[config.mk]
export PLATFORM = sky130hd
export DESIGN_NAME = mcast_ingress_ctl
export DESIGN_NICKNAME = d
export VERILOG_FILES = /design/src/rtl/mcast_ingress_pkg.sv /design/src/rtl/mcast_route_table.sv /design/src/rtl/mcast_hold_buffer.sv /design/src/rtl/mcast_cell_serializer.sv /design/src/rtl/mcast_ingress_fsm.sv /design/src/rtl/mcast_ingress_ctl.sv
export SDC_FILE = /design/constraint.sdc
export NUM_CORES = 2
export LEC_CHECK = 0
export BUFFER_PORTS_ARGS = -buffer_cell sky130_fd_sc_hd__buf_2
export CORE_ASPECT_RATIO = 2
export CORE_UTILIZATION = 60
export DETAILED_ROUTE_END_ITERATION = 16
export GPL_TIMING_DRIVEN = 0
export PLACE_DENSITY = 0.82
export SLEW_MARGIN = 10
export SYNTH_ARGS = -nofsm -noshare
export SYNTH_HDL_FRONTEND = slang
export SYNTH_HIERARCHICAL = 1
export SYNTH_SLANG_ARGS = --single-unit
[constraint.sdc]
create_clock -name clk -period 8.6 [get_ports clk]
set_input_delay 1.72 -clock clk [delete_from_list [all_inputs] [get_ports clk]]
set_output_delay 1.72 -clock clk [all_outputs]
set_load 0.01 [all_outputs]
[src/rtl/mcast_ingress_pkg.sv]
package mcast_ingress_pkg;

   typedef enum logic [1:0] {
      ST_IDLE   = 2'd0,
      ST_LOAD   = 2'd1,
      ST_SHIFT  = 2'd2,
      ST_FEEDBK = 2'd3
   } ingress_state_e;

   function automatic int idx_width(input int depth);
      return (depth > 1) ? $clog2(depth) : 1;
   endfunction

endpackage

[src/rtl/mcast_route_table.sv]
module mcast_route_table #(
   parameter int DEPTH  = 16,
   parameter int KEY_W  = 24,
   parameter int GROUPS = 4,
   parameter int CALL_W = 8,
   parameter int IDX_W  = 4
) (
   input  logic              clk,
   input  logic              rst_n,
   input  logic              wr_en,
   input  logic [IDX_W-1:0]  wr_idx,
   input  logic [KEY_W-1:0]  wr_key,
   input  logic              wr_valid,
   input  logic [GROUPS-1:0] wr_pat,
   input  logic [CALL_W-1:0] wr_call,
   input  logic [KEY_W-1:0]  lk_key,
   output logic              lk_hit,
   output logic [GROUPS-1:0] lk_pat,
   output logic [CALL_W-1:0] lk_call
);

   logic [KEY_W-1:0]  key_q  [DEPTH];
   logic [GROUPS-1:0] pat_q  [DEPTH];
   logic [CALL_W-1:0] call_q [DEPTH];
   logic [DEPTH-1:0]  vld_q;
   logic [DEPTH-1:0]  match;

   always_ff @(posedge clk or negedge rst_n) begin
      if (!rst_n) begin
         vld_q <= '0;
         for (int e = 0; e < DEPTH; e++) begin
            key_q[e]  <= '0;
            pat_q[e]  <= '0;
            call_q[e] <= '0;
         end
      end else if (wr_en) begin
         for (int e = 0; e < DEPTH; e++) begin
            if (wr_idx == IDX_W'(e)) begin
               key_q[e]  <= wr_key;
               pat_q[e]  <= wr_pat;
               call_q[e] <= wr_call;
               vld_q[e]  <= wr_valid;
            end
         end
      end
   end

   generate
      for (genvar g = 0; g < DEPTH; g++) begin : g_cmp
         assign match[g] = vld_q[g] && (key_q[g] == lk_key);
      end
   endgenerate

   // lowest index wins: scan from the top so lower entries overwrite
   always_comb begin
      lk_hit  = 1'b0;
      lk_pat  = '0;
      lk_call = '0;
      for (int i = DEPTH - 1; i >= 0; i--) begin
         if (match[i]) begin
            lk_hit  = 1'b1;
            lk_pat  = pat_q[i];
            lk_call = call_q[i];
         end
      end
   end

endmodule

[src/rtl/mcast_hold_buffer.sv]
module mcast_hold_buffer #(
   parameter int CELL_W  = 424,
   parameter int GROUPS  = 4,
   parameter int CALL_W  = 8,
   parameter int FRAME_W = GROUPS + CALL_W + CELL_W
) (
   input  logic               clk,
   input  logic               rst_n,
   input  logic               capture,
   input  logic [CELL_W-1:0]  cap_cell,
   input  logic [GROUPS-1:0]  cap_pat,
   input  logic [CALL_W-1:0]  cap_call,
   input  logic               fb_apply,
   input  logic [GROUPS-1:0]  fb_ack,
   output logic [FRAME_W-1:0] frame,
   output logic               pend_left
);

   logic [CELL_W-1:0] cell_q;
   logic [GROUPS-1:0] pat_q;
   logic [CALL_W-1:0] call_q;
   logic [GROUPS-1:0] pat_after_fb;

   assign pat_after_fb = pat_q & ~fb_ack;
   assign pend_left    = |pat_after_fb;
   assign frame        = {pat_q, call_q, cell_q};

   always_ff @(posedge clk or negedge rst_n) begin
      if (!rst_n) begin
         cell_q <= '0;
         pat_q  <= '0;
         call_q <= '0;
      end else if (capture) begin
         cell_q <= cap_cell;
         pat_q  <= cap_pat;
         call_q <= cap_call;
      end else if (fb_apply) begin
         pat_q  <= pat_after_fb;
      end
   end

endmodule

[src/rtl/mcast_cell_serializer.sv]
module mcast_cell_serializer #(
   parameter int FRAME_W   = 436,
   parameter bit LSB_FIRST = 1'b0
) (
   input  logic               clk,
   input  logic               rst_n,
   input  logic               load,
   input  logic [FRAME_W-1:0] frame,
   output logic               sdata,
   output logic               svalid,
   output logic               ssof,
   output logic               slast
);

   localparam int CNT_W = $clog2(FRAME_W + 1);

   logic [FRAME_W-1:0] sh_q;
   logic [FRAME_W-1:0] sh_next;
   logic [CNT_W-1:0]   left_q;
   logic               first_q;

   generate
      if (LSB_FIRST) begin : g_lsb
         assign sdata   = sh_q[0];
         assign sh_next = sh_q >> 1;
      end else begin : g_msb
         assign sdata   = sh_q[FRAME_W-1];
         assign sh_next = sh_q << 1;
      end
   endgenerate

   assign svalid = (left_q != '0);
   assign ssof   = first_q && svalid;
   assign slast  = (left_q == CNT_W'(1));

   always_ff @(posedge clk or negedge rst_n) begin
      if (!rst_n) begin
         sh_q    <= '0;
         left_q  <= '0;
         first_q <= 1'b0;
      end else if (load) begin
         sh_q    <= frame;
         left_q  <= CNT_W'(FRAME_W);
         first_q <= 1'b1;
      end else if (svalid) begin
         sh_q    <= sh_next;
         left_q  <= left_q - CNT_W'(1);
         first_q <= 1'b0;
      end
   end

endmodule

[src/rtl/mcast_ingress_fsm.sv]
module mcast_ingress_fsm
   import mcast_ingress_pkg::*;
(
   input  logic clk,
   input  logic rst_n,
   input  logic fifo_empty,
   input  logic lk_hit,
   input  logic lk_pat_any,
   input  logic ser_last,
   input  logic pend_left,
   output logic fifo_pop,
   output logic miss,
   output logic capture,
   output logic ser_load,
   output logic fb_apply
);

   ingress_state_e state_q, state_d;

   always_comb begin
      state_d  = state_q;
      fifo_pop = 1'b0;
      miss     = 1'b0;
      capture  = 1'b0;
      ser_load = 1'b0;
      fb_apply = 1'b0;
      unique case (state_q)
         ST_IDLE: begin
            if (!fifo_empty) begin
               fifo_pop = 1'b1;
               miss     = !lk_hit;
               capture  = lk_hit && lk_pat_any;
               if (capture) state_d = ST_LOAD;
            end
         end
         ST_LOAD: begin
            ser_load = 1'b1;
            state_d  = ST_SHIFT;
         end
         ST_SHIFT: begin
            if (ser_last) state_d = ST_FEEDBK;
         end
         ST_FEEDBK: begin
            fb_apply = 1'b1;
            state_d  = pend_left ? ST_LOAD : ST_IDLE;
         end
         default: state_d = ST_IDLE;
      endcase
   end

   always_ff @(posedge clk or negedge rst_n) begin
      if (!rst_n) state_q <= ST_IDLE;
      else        state_q <= state_d;
   end

endmodule

[src/rtl/mcast_ingress_ctl.sv]
module mcast_ingress_ctl #(
   parameter int CELL_BYTES = 53,
   parameter int GROUPS     = 4,
   parameter int TBL_DEPTH  = 16,
   parameter int KEY_W      = 24,
   parameter int KEY_OFS    = 4,
   parameter int CALL_W     = 8,
   parameter bit LSB_FIRST  = 1'b0,
   localparam int CELL_W    = 8 * CELL_BYTES,
   localparam int FRAME_W   = GROUPS + CALL_W + CELL_W,
   localparam int TBL_IDX_W = mcast_ingress_pkg::idx_width(TBL_DEPTH)
) (
   input  logic                 clk,
   input  logic                 rst_n,
   input  logic [CELL_W-1:0]    fifo_cell,
   input  logic                 fifo_empty,
   output logic                 fifo_pop,
   input  logic                 tbl_wr_en,
   input  logic [TBL_IDX_W-1:0] tbl_wr_idx,
   input  logic [KEY_W-1:0]     tbl_wr_key,
   input  logic                 tbl_wr_valid,
   input  logic [GROUPS-1:0]    tbl_wr_pat,
   input  logic [CALL_W-1:0]    tbl_wr_call,
   input  logic [GROUPS-1:0]    fb_ack,
   output logic                 ser_data,
   output logic                 ser_valid,
   output logic                 ser_sof,
   output logic                 miss_pulse
);

   generate
      if (GROUPS < 1 || GROUPS > 32) begin : g_bad_groups
         $error("GROUPS must lie in 1..32");
      end
      if (TBL_DEPTH < 2) begin : g_bad_depth
         $error("TBL_DEPTH must be at least 2");
      end
      if (KEY_OFS + KEY_W > CELL_W) begin : g_bad_key
         $error("key field exceeds the cell");
      end
      if (CALL_W < 1) begin : g_bad_call
         $error("CALL_W must be positive");
      end
   endgenerate

   logic [KEY_W-1:0]   lk_key;
   logic               lk_hit;
   logic [GROUPS-1:0]  lk_pat;
   logic [CALL_W-1:0]  lk_call;
   logic               capture;
   logic               ser_load;
   logic               ser_last;
   logic               fb_apply;
   logic               pend_left;
   logic [FRAME_W-1:0] frame;

   assign lk_key = fifo_cell[CELL_W-1-KEY_OFS -: KEY_W];

   mcast_route_table #(
      .DEPTH (TBL_DEPTH),
      .KEY_W (KEY_W),
      .GROUPS(GROUPS),
      .CALL_W(CALL_W),
      .IDX_W (TBL_IDX_W)
   ) table_i (
      .clk     (clk),
      .rst_n   (rst_n),
      .wr_en   (tbl_wr_en),
      .wr_idx  (tbl_wr_idx),
      .wr_key  (tbl_wr_key),
      .wr_valid(tbl_wr_valid),
      .wr_pat  (tbl_wr_pat),
      .wr_call (tbl_wr_call),
      .lk_key  (lk_key),
      .lk_hit  (lk_hit),
      .lk_pat  (lk_pat),
      .lk_call (lk_call)
   );

   mcast_ingress_fsm fsm_i (
      .clk       (clk),
      .rst_n     (rst_n),
      .fifo_empty(fifo_empty),
      .lk_hit    (lk_hit),
      .lk_pat_any(|lk_pat),
      .ser_last  (ser_last),
      .pend_left (pend_left),
      .fifo_pop  (fifo_pop),
      .miss      (miss_pulse),
      .capture   (capture),
      .ser_load  (ser_load),
      .fb_apply  (fb_apply)
   );

   mcast_hold_buffer #(
      .CELL_W (CELL_W),
      .GROUPS (GROUPS),
      .CALL_W (CALL_W),
      .FRAME_W(FRAME_W)
   ) hold_i (
      .clk      (clk),
      .rst_n    (rst_n),
      .capture  (capture),
      .cap_cell (fifo_cell),
      .cap_pat  (lk_pat),
      .cap_call (lk_call),
      .fb_apply (fb_apply),
      .fb_ack   (fb_ack),
      .frame    (frame),
      .pend_left(pend_left)
   );

   mcast_cell_serializer #(
      .FRAME_W  (FRAME_W),
      .LSB_FIRST(LSB_FIRST)
   ) ser_i (
      .clk   (clk),
      .rst_n (rst_n),
      .load  (ser_load),
      .frame (frame),
      .sdata (ser_data),
      .svalid(ser_valid),
      .ssof  (ser_sof),
      .slast (ser_last)
   );

endmodule

==> impl_metrics.tcl <==
set metrics [dict create \
    grt_start_max_net_pins 164 \
    maxSlewViolCount 0 \
    synth.cell_area_sq_um 65600 \
    report.power.total_mw 15.5 \
    die_h_um 470 \
    worstSetupStartpointType "primary input" \
    port_buffers 477 \
    cp.required_ns 6.88 \
    synthArstFlopShare 1.00 \
    number_of_nets_in_the_finished_design 6243 \
    worst-endpoint-arrival_ns 5.67 \
    vdd_ir_drop_max_v 0.000207 \
    post_synthesis_xor_xnor_area_fraction 0.0517 \
    worstSetupPathType "in -> out" \
    route.detailed.vias_per_inst 5.97 \
    area_growth_syn_to_layout_pct 13.2 \
    finish.utilization 0.685 \
    syn_area_per_cell_sq_um 12.7 \
    worst_slew_pin_slew_ns 1.45 \
    ys_dominant_reg_cell "sky130_fd_sc_hd__dfrtp_1" \
    starting_density_of_the_core 0.605 \
    synth_mux_area_frac 0.242 \
    timing.setup.tns_ns 0 \
    grt_overflow_total 0 \
    post_cts_hold_buffers 0 \
    synth_top_cell_by_area "sky130_fd_sc_hd__dfrtp_1" \
    hpwl_after_detailed_placement_um 131000 \
    seq_area_frac_synth 0.563 \
    cts_tree "built" \
    design_area_final_sq_um 74300 \
    rsz_0062_raised_after_global_routing "false" \
    final.setup_skew_ns 0.0319 \
    worst_path_maximum_fanout 10 \
    clock_period_minus_final_worst_setup_slack_ns 7.39 \
    power_per_cell_area_nw_per_um2 209 \
    grt_antenna_before_repair 44 \
    synth_top_cells_by_area "sky130_fd_sc_hd__dfrtp_1 56%, sky130_fd_sc_hd__mux2_2 17%, sky130_fd_sc_hd__mux2i_1 6.8%" \
    cts_root_buffer "sky130_fd_sc_hd__clkbuf_16" \
    fraction_of_final_layout_cells_sized_beyond_drive_strength_1 0.321 \
    firstDrtPassIters 7 \
    die_footprint_sq_um 111000 \
    seq_area_sq_um 36900 \
    design.portCount 478 \
    post_synth_fa_ha_maj_area_fraction 0.00114 \
    crit_path_end_kind "output port" \
    multi_input_comb_area_sq_um 26400 \
    drt-initial-drc-count 2915 \
    grt.total_usage 0.329 \
    numCtsBuffers 120 \
    rows 171 \
    synth_compound_area_frac 0.0518 \
    ctsResizeCount 0 \
    synth-seq-cells 1476 \
    grt_pass1_wl_um 275000 \
    ctsHtreeMaxLevel 3 \
    yosys.area_share.simple 0.0545 \
    synth_top_family_by_area "multiplexers" \
    postSynthNetCount 5633 \
    numClockSinks 1476 \
    drt_wl_total_um 181000 \
    fill_cells 7596 \
    synth_enable_flop_cells 0 \
    ys_warn_count 6 \
    layout_worst_path_cycle_share 0.860 \
    post_synthesis_instance_total 5154 \
    drc_errors 0 \
    max-slew-margin-rel 0.0283 \
    finalHoldViolations 0 \
    clockBufferDepth 3 \
    clock_insertion_delay_worst_skew_ns 0.76 \
    wl_per_cell_um 24.9 \
    postCtsSetupBuffers 0 \
    max_freq_mhz 135 \
    die_x_um 236 \
    synthDominantCellAreaShare 0.563 \
    core_sq_um 108000 \
    path_type_of_the_worst_min_delay_path "reg -> reg" \
    gp_congestion 0.911 \
    antenna_left 0 \
    clk_transition_reported_paths_ns 0.07 \
    finalSetupViolCount 0 \
    power.static_leakage_nw 33.5 \
    run_status "completed" \
    placed_cell_area_sq_um 70000 \
    routed-via-count 43472 \
    grt_pass1_vias 46393 \
    max_capacitance_violation_count 0 \
    yosysUniqueCellTypes 60 \
]
power by group:
group	internal (mW)	switching [mW]	leakage [nW]
Clock	3.24	2.57	2.06
Combinational	0.878	0.789	11.8
Sequential	7.59	0.423	19.6
Total	11.7	3.78	33.5
registers in the layout (all words and copies together) (netlist names):
signal          count
fsm_i/state_q       2
hold_i/call_q       8
hold_i/cell_q     424
hold_i/pat_q        4
ser_i/first_q       1
ser_i/left_q        9
ser_i/sh_q        436
table_i/call_q    128
table_i/key_q     384
table_i/pat_q      64
table_i/vld_q      16
routing by layer:
metal / vias up / GRT usage / wire length (um)
li1: 19129 / - / -
met1: 22156 / 0.366 / 63900
met2: 1545 / 0.568 / 91700
met3: 602 / 0.0660 / 11700
met4: 40 / 0.222 / 13700
met5: - / 0 / 260
path summary, 6_finish.rpt:
kind,from,endpoint,slack [ns],cells past startpoint
worst min-delay path,hold_i/cell_q[142],ser_i/sh_q[142],0.47,2
worst max register to register,table_i/key_q[26],hold_i/cell_q[77],3.10,16
min in group asynchronous,rst_n,hold_i/cell_q[79],0.91,1
worst min register to register,hold_i/cell_q[142],ser_i/sh_q[142],0.47,2
max in group asynchronous,rst_n,table_i/key_q[109],4.86,4
worst max-delay path,fifo_cell[398],miss_pulse,1.21,13
layout by cell type (no fill, tap or decap), drive strengths merged, types with 5 or more instances in the layout:
cell type	n
xor2	160
or2	11
o21ai	496
a21boi	12
o311ai	10
nor2b	5
a211oi	13
clkinv	26
xnor2	226
nand2	529
bufinv	13
diode	29
buf	657
mux2i	449
mux2	1011
clkbuf	375
o221ai	9
nor2	63
a21oi	56
inv	28
nand3	25
nor4	47
o22ai	9
clkinvlp	5
nor3	20
nand4	63
dfrtp	1476
ha	6
nand2b	14
metrics by stage:
step / instances / setup WS [ns] / hold WS [ns]
floorplan: 5154 / 3.42 / 0.441
global placement: 7015 / -25.73 / 0.462
detailed placement: 7026 / 1.29 / 0.465
CTS: 7249 / 1.27 / 0.473
global route: 7255 / 1.22 / 0.509
finish: 7278 / 1.21 / 0.474
layout make-up:
cell class                 count  area share
clock buffer                 174      0.0475
clock inverter                49     0.00861
inverter                      23     0.00116
antenna                       29    0.000977
tap                         1384      0.0233
multi-input combinational   3285       0.355
timing repair buffer         488      0.0359
sequential                  1476       0.497
buffer                       370      0.0307
worst max-delay path: stages:
cell and delay [ns]:
sky130_fd_sc_hd__buf_2 0.08, sky130_fd_sc_hd__buf_2 0.40, sky130_fd_sc_hd__buf_6 0.28, sky130_fd_sc_hd__xnor2_1 0.16, sky130_fd_sc_hd__nand4_1 0.12, sky130_fd_sc_hd__nor4_1 0.98, sky130_fd_sc_hd__nand4_1 0.57, sky130_fd_sc_hd__nand2_1 0.28
sky130_fd_sc_hd__clkbuf_1 0.39, sky130_fd_sc_hd__nor4_1 0.09, sky130_fd_sc_hd__nand2_1 0.30, sky130_fd_sc_hd__nor2b_1 0.08, sky130_fd_sc_hd__buf_2 0.18
cell usage after synthesis, types with 4 or more instances:
library cell               number
sky130_fd_sc_hd__clkbuf_1     201
sky130_fd_sc_hd__a211oi_1      13
sky130_fd_sc_hd__inv_1         21
sky130_fd_sc_hd__mux2i_1      449
sky130_fd_sc_hd__o21ai_0      194
sky130_fd_sc_hd__o311ai_1      10
sky130_fd_sc_hd__nor3_1        20
sky130_fd_sc_hd__xnor2_1      224
sky130_fd_sc_hd__o31ai_1        4
sky130_fd_sc_hd__nand4_1       60
sky130_fd_sc_hd__nand3_1       25
sky130_fd_sc_hd__nand2b_1      14
sky130_fd_sc_hd__a21oi_1       56
sky130_fd_sc_hd__nor4_1        41
sky130_fd_sc_hd__nor2b_1        5
sky130_fd_sc_hd__a21bo_2        4
sky130_fd_sc_hd__a21boi_0      11
sky130_fd_sc_hd__dfrtp_1     1476
sky130_fd_sc_hd__a21o_1         4
sky130_fd_sc_hd__o221ai_1       9
sky130_fd_sc_hd__nor2_1        63
sky130_fd_sc_hd__and2_1         4
sky130_fd_sc_hd__nor4_2         5
sky130_fd_sc_hd__o21ai_1      302
sky130_fd_sc_hd__or2_0         10
sky130_fd_sc_hd__nand2_1      528
sky130_fd_sc_hd__o22ai_1        9
sky130_fd_sc_hd__ha_1           6
sky130_fd_sc_hd__nand3b_1       4
sky130_fd_sc_hd__buf_6        108
sky130_fd_sc_hd__buf_1         13
sky130_fd_sc_hd__mux2_2      1010
sky130_fd_sc_hd__buf_4          8
sky130_fd_sc_hd__buf_2         40
sky130_fd_sc_hd__xor2_1       160
kinds of logic (layout without fill, tap and decap cells):
logic type | count (synthesis) | in the layout
AO/OA/AOI/OAI | 631 | 631
multiplexers | 1460 | 1460
XOR/XNOR | 386 | 386
AND/OR/NAND/NOR | 802 | 802
buffers and inverters | 393 | 1104
adder cells (fa/ha/maj) | 6 | 6
flip-flops | 1476 | 1476
other | 0 | 29
Power figures use the tool's default switching activity.
